### src/rtl/cmd_front_pkg.sv
package cmd_front_pkg;

  typedef enum logic [3:0] {
    OP_NOP   = 4'h0,
    OP_SELFG = 4'h1,
    OP_SELBG = 4'h2,
    OP_WRCTL = 4'h3,
    OP_RDCTL = 4'h4,
    OP_WRMEM = 4'h5,
    OP_RDMEM = 4'h6
  } opcode_e;

  localparam int OP_MSB    = 15;
  localparam int OP_LSB    = 12;
  localparam int ADDR_FLAG = 11;
  localparam int CTL_W     = 15;

  typedef struct packed {
    logic selFg;
    logic selBg;
    logic ctlWr;
    logic ctlRd;
    logic memWr;
    logic memRd;
    logic addrLoad;
  } strobe_t;

endpackage

### src/rtl/cmd_front_ctrl.sv
module cmd_front_ctrl
  import cmd_front_pkg::*;
(
  input  logic        clk,
  input  logic        rstN,
  input  logic        cmdValid,
  input  logic [15:0] cmdData,
  output strobe_t     stb
);

  typedef enum logic [1:0] {ST_IDLE, ST_ADDR, ST_CTL} state_e;

  state_e  state, nextState;
  logic    pendWrite, nextPendWrite;
  opcode_e op;

  assign op = opcode_e'(cmdData[OP_MSB:OP_LSB]);

  always_comb begin
    stb           = '0;
    nextState     = state;
    nextPendWrite = pendWrite;
    if (cmdValid) begin
      case (state)
        ST_ADDR: begin
          stb.memWr    = pendWrite;
          stb.memRd    = !pendWrite;
          stb.addrLoad = 1'b1;
          nextState    = ST_IDLE;
        end
        ST_CTL: begin
          stb.ctlWr = 1'b1;
          nextState = ST_IDLE;
        end
        default: begin
          case (op)
            OP_SELFG: stb.selFg = 1'b1;
            OP_SELBG: stb.selBg = 1'b1;
            OP_WRCTL: nextState = ST_CTL;
            OP_RDCTL: stb.ctlRd = 1'b1;
            OP_WRMEM, OP_RDMEM: begin
              if (cmdData[ADDR_FLAG]) begin
                nextState     = ST_ADDR;
                nextPendWrite = (op == OP_WRMEM);
              end else begin
                stb.memWr = (op == OP_WRMEM);
                stb.memRd = (op == OP_RDMEM);
              end
            end
            default: ;
          endcase
        end
      endcase
    end
  end

  always_ff @(posedge clk) begin
    if (!rstN) begin
      state     <= ST_IDLE;
      pendWrite <= 1'b0;
    end else begin
      state     <= nextState;
      pendWrite <= nextPendWrite;
    end
  end

endmodule

### src/rtl/cmd_front_dpath.sv
module cmd_front_dpath
  import cmd_front_pkg::*;
#(
  parameter int ADDR_W = 8
) (
  input  logic              clk,
  input  logic              rstN,
  input  logic [15:0]       cmdData,
  input  strobe_t           stb,
  output logic              memWr,
  output logic              memRd,
  output logic [ADDR_W-1:0] memAddr,
  output logic              rdValid,
  output logic [15:0]       rdData,
  output logic              cmpReq,
  output logic              softRst,
  output logic              activeBank,
  output logic [15:0]       activeCtl,
  output logic [ADDR_W-1:0] activeAddr
);

  localparam int NUM_BANKS = 2;

  logic [CTL_W-1:0]  ctlBank  [NUM_BANKS];
  logic [ADDR_W-1:0] addrBank [NUM_BANKS];
  logic              bankSel;
  logic              doReset, doCtlStore, doAccess;
  logic [ADDR_W-1:0] accAddr, nextAddr;

  function automatic logic [ADDR_W-1:0] stepAddr(input logic [ADDR_W-1:0] a,
                                                 input logic [1:0] mode);
    case (mode)
      2'b01:   return a + ADDR_W'(1);
      2'b10:   return a - ADDR_W'(1);
      default: return a;
    endcase
  endfunction

  assign doReset    = stb.ctlWr && !cmdData[15];
  assign doCtlStore = stb.ctlWr && cmdData[15];
  assign doAccess   = stb.memWr || stb.memRd;
  assign accAddr    = stb.addrLoad ? cmdData[ADDR_W-1:0] : addrBank[bankSel];
  assign nextAddr   = stepAddr(accAddr, ctlBank[bankSel][3:2]);

  for (genvar b = 0; b < NUM_BANKS; b++) begin : gBank
    always_ff @(posedge clk) begin
      if (!rstN || doReset) begin
        ctlBank[b]  <= '0;
        addrBank[b] <= '0;
      end else if (bankSel == 1'(b)) begin
        if (doCtlStore) ctlBank[b]  <= cmdData[CTL_W-1:0];
        if (doAccess)   addrBank[b] <= nextAddr;
      end
    end
  end

  always_ff @(posedge clk) begin
    if (!rstN) begin
      bankSel <= 1'b0;
      memWr   <= 1'b0;
      memRd   <= 1'b0;
      memAddr <= '0;
      rdValid <= 1'b0;
      rdData  <= '0;
      cmpReq  <= 1'b0;
      softRst <= 1'b0;
    end else begin
      memWr   <= stb.memWr;
      memRd   <= stb.memRd;
      rdValid <= stb.ctlRd;
      cmpReq  <= doCtlStore;
      softRst <= doReset;
      if (doAccess)  memAddr <= accAddr;
      if (stb.ctlRd) rdData  <= {1'b0, ctlBank[bankSel]};
      if (doReset)        bankSel <= 1'b0;
      else if (stb.selFg) bankSel <= 1'b0;
      else if (stb.selBg) bankSel <= 1'b1;
    end
  end

  assign activeBank = bankSel;
  assign activeCtl  = {1'b0, ctlBank[bankSel]};
  assign activeAddr = addrBank[bankSel];

endmodule

### src/rtl/cmd_front.sv
module cmd_front
  import cmd_front_pkg::*;
#(
  parameter int ADDR_W = 8
) (
  input  logic              clk,
  input  logic              rstN,
  input  logic              cmdValid,
  input  logic [15:0]       cmdData,
  output logic              memWr,
  output logic              memRd,
  output logic [ADDR_W-1:0] memAddr,
  output logic              rdValid,
  output logic [15:0]       rdData,
  output logic              cmpReq,
  output logic              softRst,
  output logic              activeBank,
  output logic [15:0]       activeCtl,
  output logic [ADDR_W-1:0] activeAddr
);

  strobe_t stb;

  cmd_front_ctrl uCtrl (
    .clk      (clk),
    .rstN     (rstN),
    .cmdValid (cmdValid),
    .cmdData  (cmdData),
    .stb      (stb)
  );

  cmd_front_dpath #(.ADDR_W(ADDR_W)) uDpath (
    .clk        (clk),
    .rstN       (rstN),
    .cmdData    (cmdData),
    .stb        (stb),
    .memWr      (memWr),
    .memRd      (memRd),
    .memAddr    (memAddr),
    .rdValid    (rdValid),
    .rdData     (rdData),
    .cmpReq     (cmpReq),
    .softRst    (softRst),
    .activeBank (activeBank),
    .activeCtl  (activeCtl),
    .activeAddr (activeAddr)
  );

endmodule

### config.mk
export PLATFORM = sky130hd
export DESIGN_NAME = cmd_front
export DESIGN_NICKNAME = d
export VERILOG_FILES = /design/src/rtl/cmd_front_pkg.sv /design/src/rtl/cmd_front_ctrl.sv /design/src/rtl/cmd_front_dpath.sv /design/src/rtl/cmd_front.sv
export SDC_FILE = /design/constraint.sdc
export NUM_CORES = 1
export LEC_CHECK = 0
export BUFFER_PORTS_ARGS = -buffer_cell sky130_fd_sc_hd__clkbuf_2
export CORE_MARGIN = 2
export CORE_UTILIZATION = 50
export CTS_CLUSTER_SIZE = 8
export DETAILED_ROUTE_END_ITERATION = 10
export PLACE_DENSITY = 0.76
export SYNTH_ARGS = -nofsm -noshare
export SYNTH_HDL_FRONTEND = slang
export SYNTH_SLANG_ARGS = --single-unit
### constraint.sdc
create_clock -name clk -period 3.2 [get_ports clk]
set_input_delay 0.32 -clock clk [delete_from_list [all_inputs] [get_ports clk]]
set_output_delay 0.32 -clock clk [all_outputs]
set_load 0.1 [all_outputs]
* Word-level counts from Yosys, hierarchy flattened *
Memories as Yosys holds them, arrays and structs flattened. A register that Yosys moved wholly into a read port is not among the register bits.
Index checks and enable logic that the tools add are counted.
Widths: inputs -> output; s select.

operators by class
  $lt $le $gt $ge = 0
  $mul = 0
  equality and inequality tests = 11
  mux-type cells = 40
  add/subtract/negate cells = 2
  reduce and logical (&&, ||, !) cells = 13
  bitwise gates (word level) = 6
  div/mod/pow operators = 0
  shift-type cells = 0

operators with widths
  kind                 number
  $mux 15              2
  $mux 1               26
  $mux 8               3
  $pmux 8 s2           1
  $eq 4x3->1 const B   3
  $mux 2               5
  $add 8x1->8 const B  1
  $eq 4x2->1 const B   2
  $pmux 2 s2           2
  $sub 8x1->8 const B  1
  $mux 7               1
  $eq 2x1->1 const B   2
  $eq 2x2->1 const B   2
  $eq 4x1->1 const B   1
  $or 1x1->1           4
  $reduce_and 4->1     1
  $reduce_or 2->1      2
  $logic_not 1->1      3
  $ne 3x3->1 const B   1
  $reduce_and 3->1     1
  $reduce_bool 3->1    1
  $reduce_or 3->1      1
  $logic_and 1x1->1    2
  $logic_or 1x1->1     2
  $not 1->1            2

word-level totals
  memories kept = 2
  memory bits (read-only) = 0
  output and inout port bits = 54
  word-level logic and storage cells = 84
  bits in latches = 0
  memory bits (writable) = 46
  input bits = 19
  flip-flop bits (word level) = 32

memory list
  memory           words  bits a word  rd ports  clocked after Yosys merged registers in  wr ports  RTL line               source
  uDpath.ctlBank   2      15           1         1                                        2         cmd_front_dpath.sv:24  logic [CTL_W-1:0] ctlBank [NUM_BANKS];
  uDpath.addrBank  2      8            1         1                                        2         cmd_front_dpath.sv:25  logic [ADDR_W-1:0] addrBank [NUM_BANKS];

* Longest topological paths before layout *
  depth after elaboration = 11
  mapped depth = 13
  mapped depth without buffers = 13

* Hierarchy *
A second synthesis with hierarchy kept.

second synthesis, totals
  cells, all modules = 358
  area total of the unflattened synthesis = 3943.8 µm²

by module, submodules not included
  module           times used  sequential area each (µm²)  area an instance (µm²)  cells each
  cmd_front_dpath  1           1981.9                      3603.5                  314
  cmd_front_ctrl   1           60.1                        340.3                   44

* Worst setup path before layout *
No wires, ideal clock.

  kind = register to register
  start point = register (tool-made name)
  end point = memory uDpath.addrBank[0][7], data pin
  setup time = 262 ps
  slack = -156 ps
  path buffers = 2
  cell stages (with the launch flop) = 12
  clock period less this slack = 3356 ps
  arrival = 3094 ps
  data required time = 2938 ps
  path through = dfxtp_1 -> buf_2 -> buf_2 -> mux2_2 -> ha_1 -> ha_1 -> a41o_1 -> a31o_1 -> o2bb2ai_1 -> mux2i_1 -> xnor2_1 -> nor2_1

RTL lines
  element        RTL line
  end, declared  cmd_front_dpath.sv:25

==> results.cfg <==
[synthesis]
ys_seq_elements = 79
synth_cell_type_count = 46
synthCells = 342
syn_area_mm2 = 0.003774
yosysWarnings = 0
ys_seq_area_share_pct = 54.11
synth_edf_count = 46
async_flop_share_pct = 0
yosys_most_used_dff = edfxtp_1
avgSynthCellArea_um2 = 11.03

[drt]
dr.pass1.iters = 4
initialDrtViolationCount = 176
avgViaCountPerCell = 5.345
antenna_left = 0
drcViolationCount = 0
wl_mm = 8.202
wl_per_cell_um = 15.71
vias = 2790

[worst_setup_path]
cp-start-kind = flip-flop
cp_max_fo = 7
arrival_ns = 3.11
critPathKind = flip-flop to flip-flop
worst_ep_required_time_ns = 3.39
critPathCaptureType = flip-flop

[timing]
period_share_pct = 91.43
tightest_slew_ns = 0.5681
fmaxAchievable_ghz = 0.3418
final_hold_viol_count = 0
setup_tns_ns = 0
slew_violations = 0
max_slew_margin_pct = 62.09
setup_violations = 0
rsz0062_at_grt = false
skew_ns = 0.004740
min_period_ns = 2.926

[cts]
clk_latency_ns = 0.35
cts.sinks = 79
htree_num_levels = 3
cts_tree = built
cts_root_buffer = clkbuf_8
cts_buffer_depth = 2
numCtsBuffers = 9
cts_hold_buf = 0
ctsResizeCount = 0
cts_setup_buffers = 0
clkSlewWorstSetupHoldPaths_ns = 0.08

[die]
dieArea_mm2 = 0.008258
coreArea_mm2 = 0.007292
die_x_um = 90.88
fp.dieH_um = 90.88
start_util_pct = 51.75
ios = 73
num_rows = 31

[placement]
port_buffers = 70
placed_cells = 506
gp_congestion = 0.8451
dpl_cell_area_mm2 = 0.004265
hpwl_mm = 5.767

[cells_and_area]
drive_above_1_share_pct = 30.50
nets = 447
area_delta_synth_final_pct = 19.60
final_cells = 522
diodes = 0
design_area_mm2 = 0.004513

[power_and_ir_drop]
vdd_drop_max_uv = 267.1
leakage_nw = 1.975
power.density_mw_per_mm2 = 536.3
p_comb_share_pct = 17.3
total_power_mw = 2.420
p_sw_share_pct = 28.99
switchingPower_mw = 0.7017
p_int_mw = 1.719
seq_power_share_pct = 45.9
pwr-share-clk_pct = 36.9

[global_routing]
grt_usage_pct = 20.45
grt_max_degree = 32
grt_pass1_vias = 2668
gr-total-overflow = 0
grt_pass1_wl_mm = 13.14
antenna_found_initial = 0

[outcome]
status = completed

[hold_path]
hp-class = input pin to flip-flop
min_from = cmdData[15]

[flow_run]
cap_violations = 0
## state kept, by name, summed over array words and instances (netlist names), 2 cells and up, named ones only
signal           count
uDpath.rdData       15
uDpath.memAddr       8
uCtrl.state          2
uDpath.ctlBank      30
uDpath.addrBank     16
## kinds of logic after synthesis
group	after synthesis	synth area share, %
AOI/OAI and AO/OA	54	8.687
other	1	0.09937
buffers and inverters	29	3.349
adders and majority gates	10	3.515
and+or+nand+nor	120	16.55
xor gates and xnor gates	10	2.321
muxes	39	11.37
DFF	79	54.11
## cell usage after synthesis (2+ instances only)
| cell type | instances | area (µm²) |
|---|---|---|
| and2_1 | 2 | 12.51 |
| nand3_1 | 3 | 15.01 |
| dfxtp_1 | 33 | 660.6 |
| and3_1 | 27 | 168.9 |
| ha_1 | 9 | 112.6 |
| nand4_1 | 3 | 18.77 |
| nor2_1 | 29 | 108.9 |
| xor2_1 | 3 | 26.28 |
| o32a_1 | 2 | 20.02 |
| nand2_1 | 24 | 90.09 |
| buf_2 | 5 | 25.02 |
| nor3_1 | 6 | 30.03 |
| o21ai_0 | 7 | 35.03 |
| edfxtp_1 | 46 | 1381 |
| a211oi_1 | 3 | 22.52 |
| inv_1 | 11 | 41.29 |
| a21oi_1 | 28 | 140.1 |
| o31ai_1 | 2 | 15.01 |
| nand2b_1 | 17 | 106.4 |
| nor2b_1 | 2 | 12.51 |
| a21boi_0 | 3 | 22.52 |
| mux2i_1 | 11 | 110.1 |
| xnor2_1 | 7 | 61.31 |
| clkbuf_1 | 9 | 33.78 |
| mux2_2 | 27 | 304.0 |
| buf_4 | 3 | 22.52 |
## per-stage QoR
stage          worst slack (ns)  utilization (%)  hold slack (ns)
6_report                 0.2744            61.89           0.2447
5_1_grt                 0.01687            61.89           0.2538
4_1_cts                  0.3043            61.89           0.2220
3_5_place_dp             0.3511            58.49           0.4603
3_3_place_gp             0.3948            58.49           0.4500
2_1_floorplan          0.004844                -           0.3961
## layer usage
metal / track usage (%) / vias up / wire length [µm] / part of all wire [%]
met5: 0 / - / 0 / 0
li1: - / 1373 / - / -
met4: 10.10 / 0 / 166 / 2.0
met2: 32.21 / 101 / 3862 / 47
met1: 27.01 / 1303 / 3542 / 43
met3: 4.090 / 13 / 631 / 7.7
## worst max-delay path, cell delays in order, from the launching register on
cell and delay (ns):
dfxtp_1 0.53, buf_4 0.23, mux2_4 0.33, mux2_2 0.33, fa_1 0.44, a21oi_1 0.23, o21ai_0 0.10, a21oi_1 0.19
xnor2_1 0.15, nand2b_1 0.09, a21oi_1 0.15
## layout by cell type, fill, tap and decap left out, types with 7 or more instances in the layout
| master | count |
|---|---|
| clkbuf_2 | 70 |
| clkbuf_8 | 10 |
| dfxtp_1 | 33 |
| inv_1 | 11 |
| and3_1 | 27 |
| nand2b_1 | 17 |
| ha_1 | 9 |
| nor2_1 | 29 |
| xnor2_1 | 7 |
| mux2_2 | 26 |
| a21oi_1 | 28 |
| mux2i_1 | 11 |
| edfxtp_1 | 46 |
| nand2_1 | 24 |
| buf_4 | 11 |
## final cells by class
type	instances	area [µm²]
Tap cell	99	123.9
Multi-Input combinational cell	235	1622
Clock inverter	5	85.08
Sequential cell	79	2042
Inverter	12	45.04
Clock buffer	11	162.7
Fill cell	634	2779
Timing Repair Buffer	81	432.9
## power groups by stage
stage / registers, mW / logic (mW) / clock network [mW]
6_report: 1.11 / 0.418 / 0.893
5_1_grt: 1.11 / 0.443 / 0.950
4_1_cts: 1.11 / 0.417 / 0.906
3_5_place_dp: 1.13 / 0.415 / 0
3_3_place_gp: 1.13 / 0.411 / 0
2_1_floorplan: 1.16 / 0.305 / 0
## worst paths after layout
path	slack, ns	endpoint	cells after the start
max	0.27	uDpath.addrBank[0][6]	10
min	0.24	uDpath.softRst	2
max reg2reg	0.27	uDpath.addrBank[0][6]	10
min reg2reg	0.47	uDpath.memAddr[7]	2
Note: power is estimated with default switching activity, not from simulation.
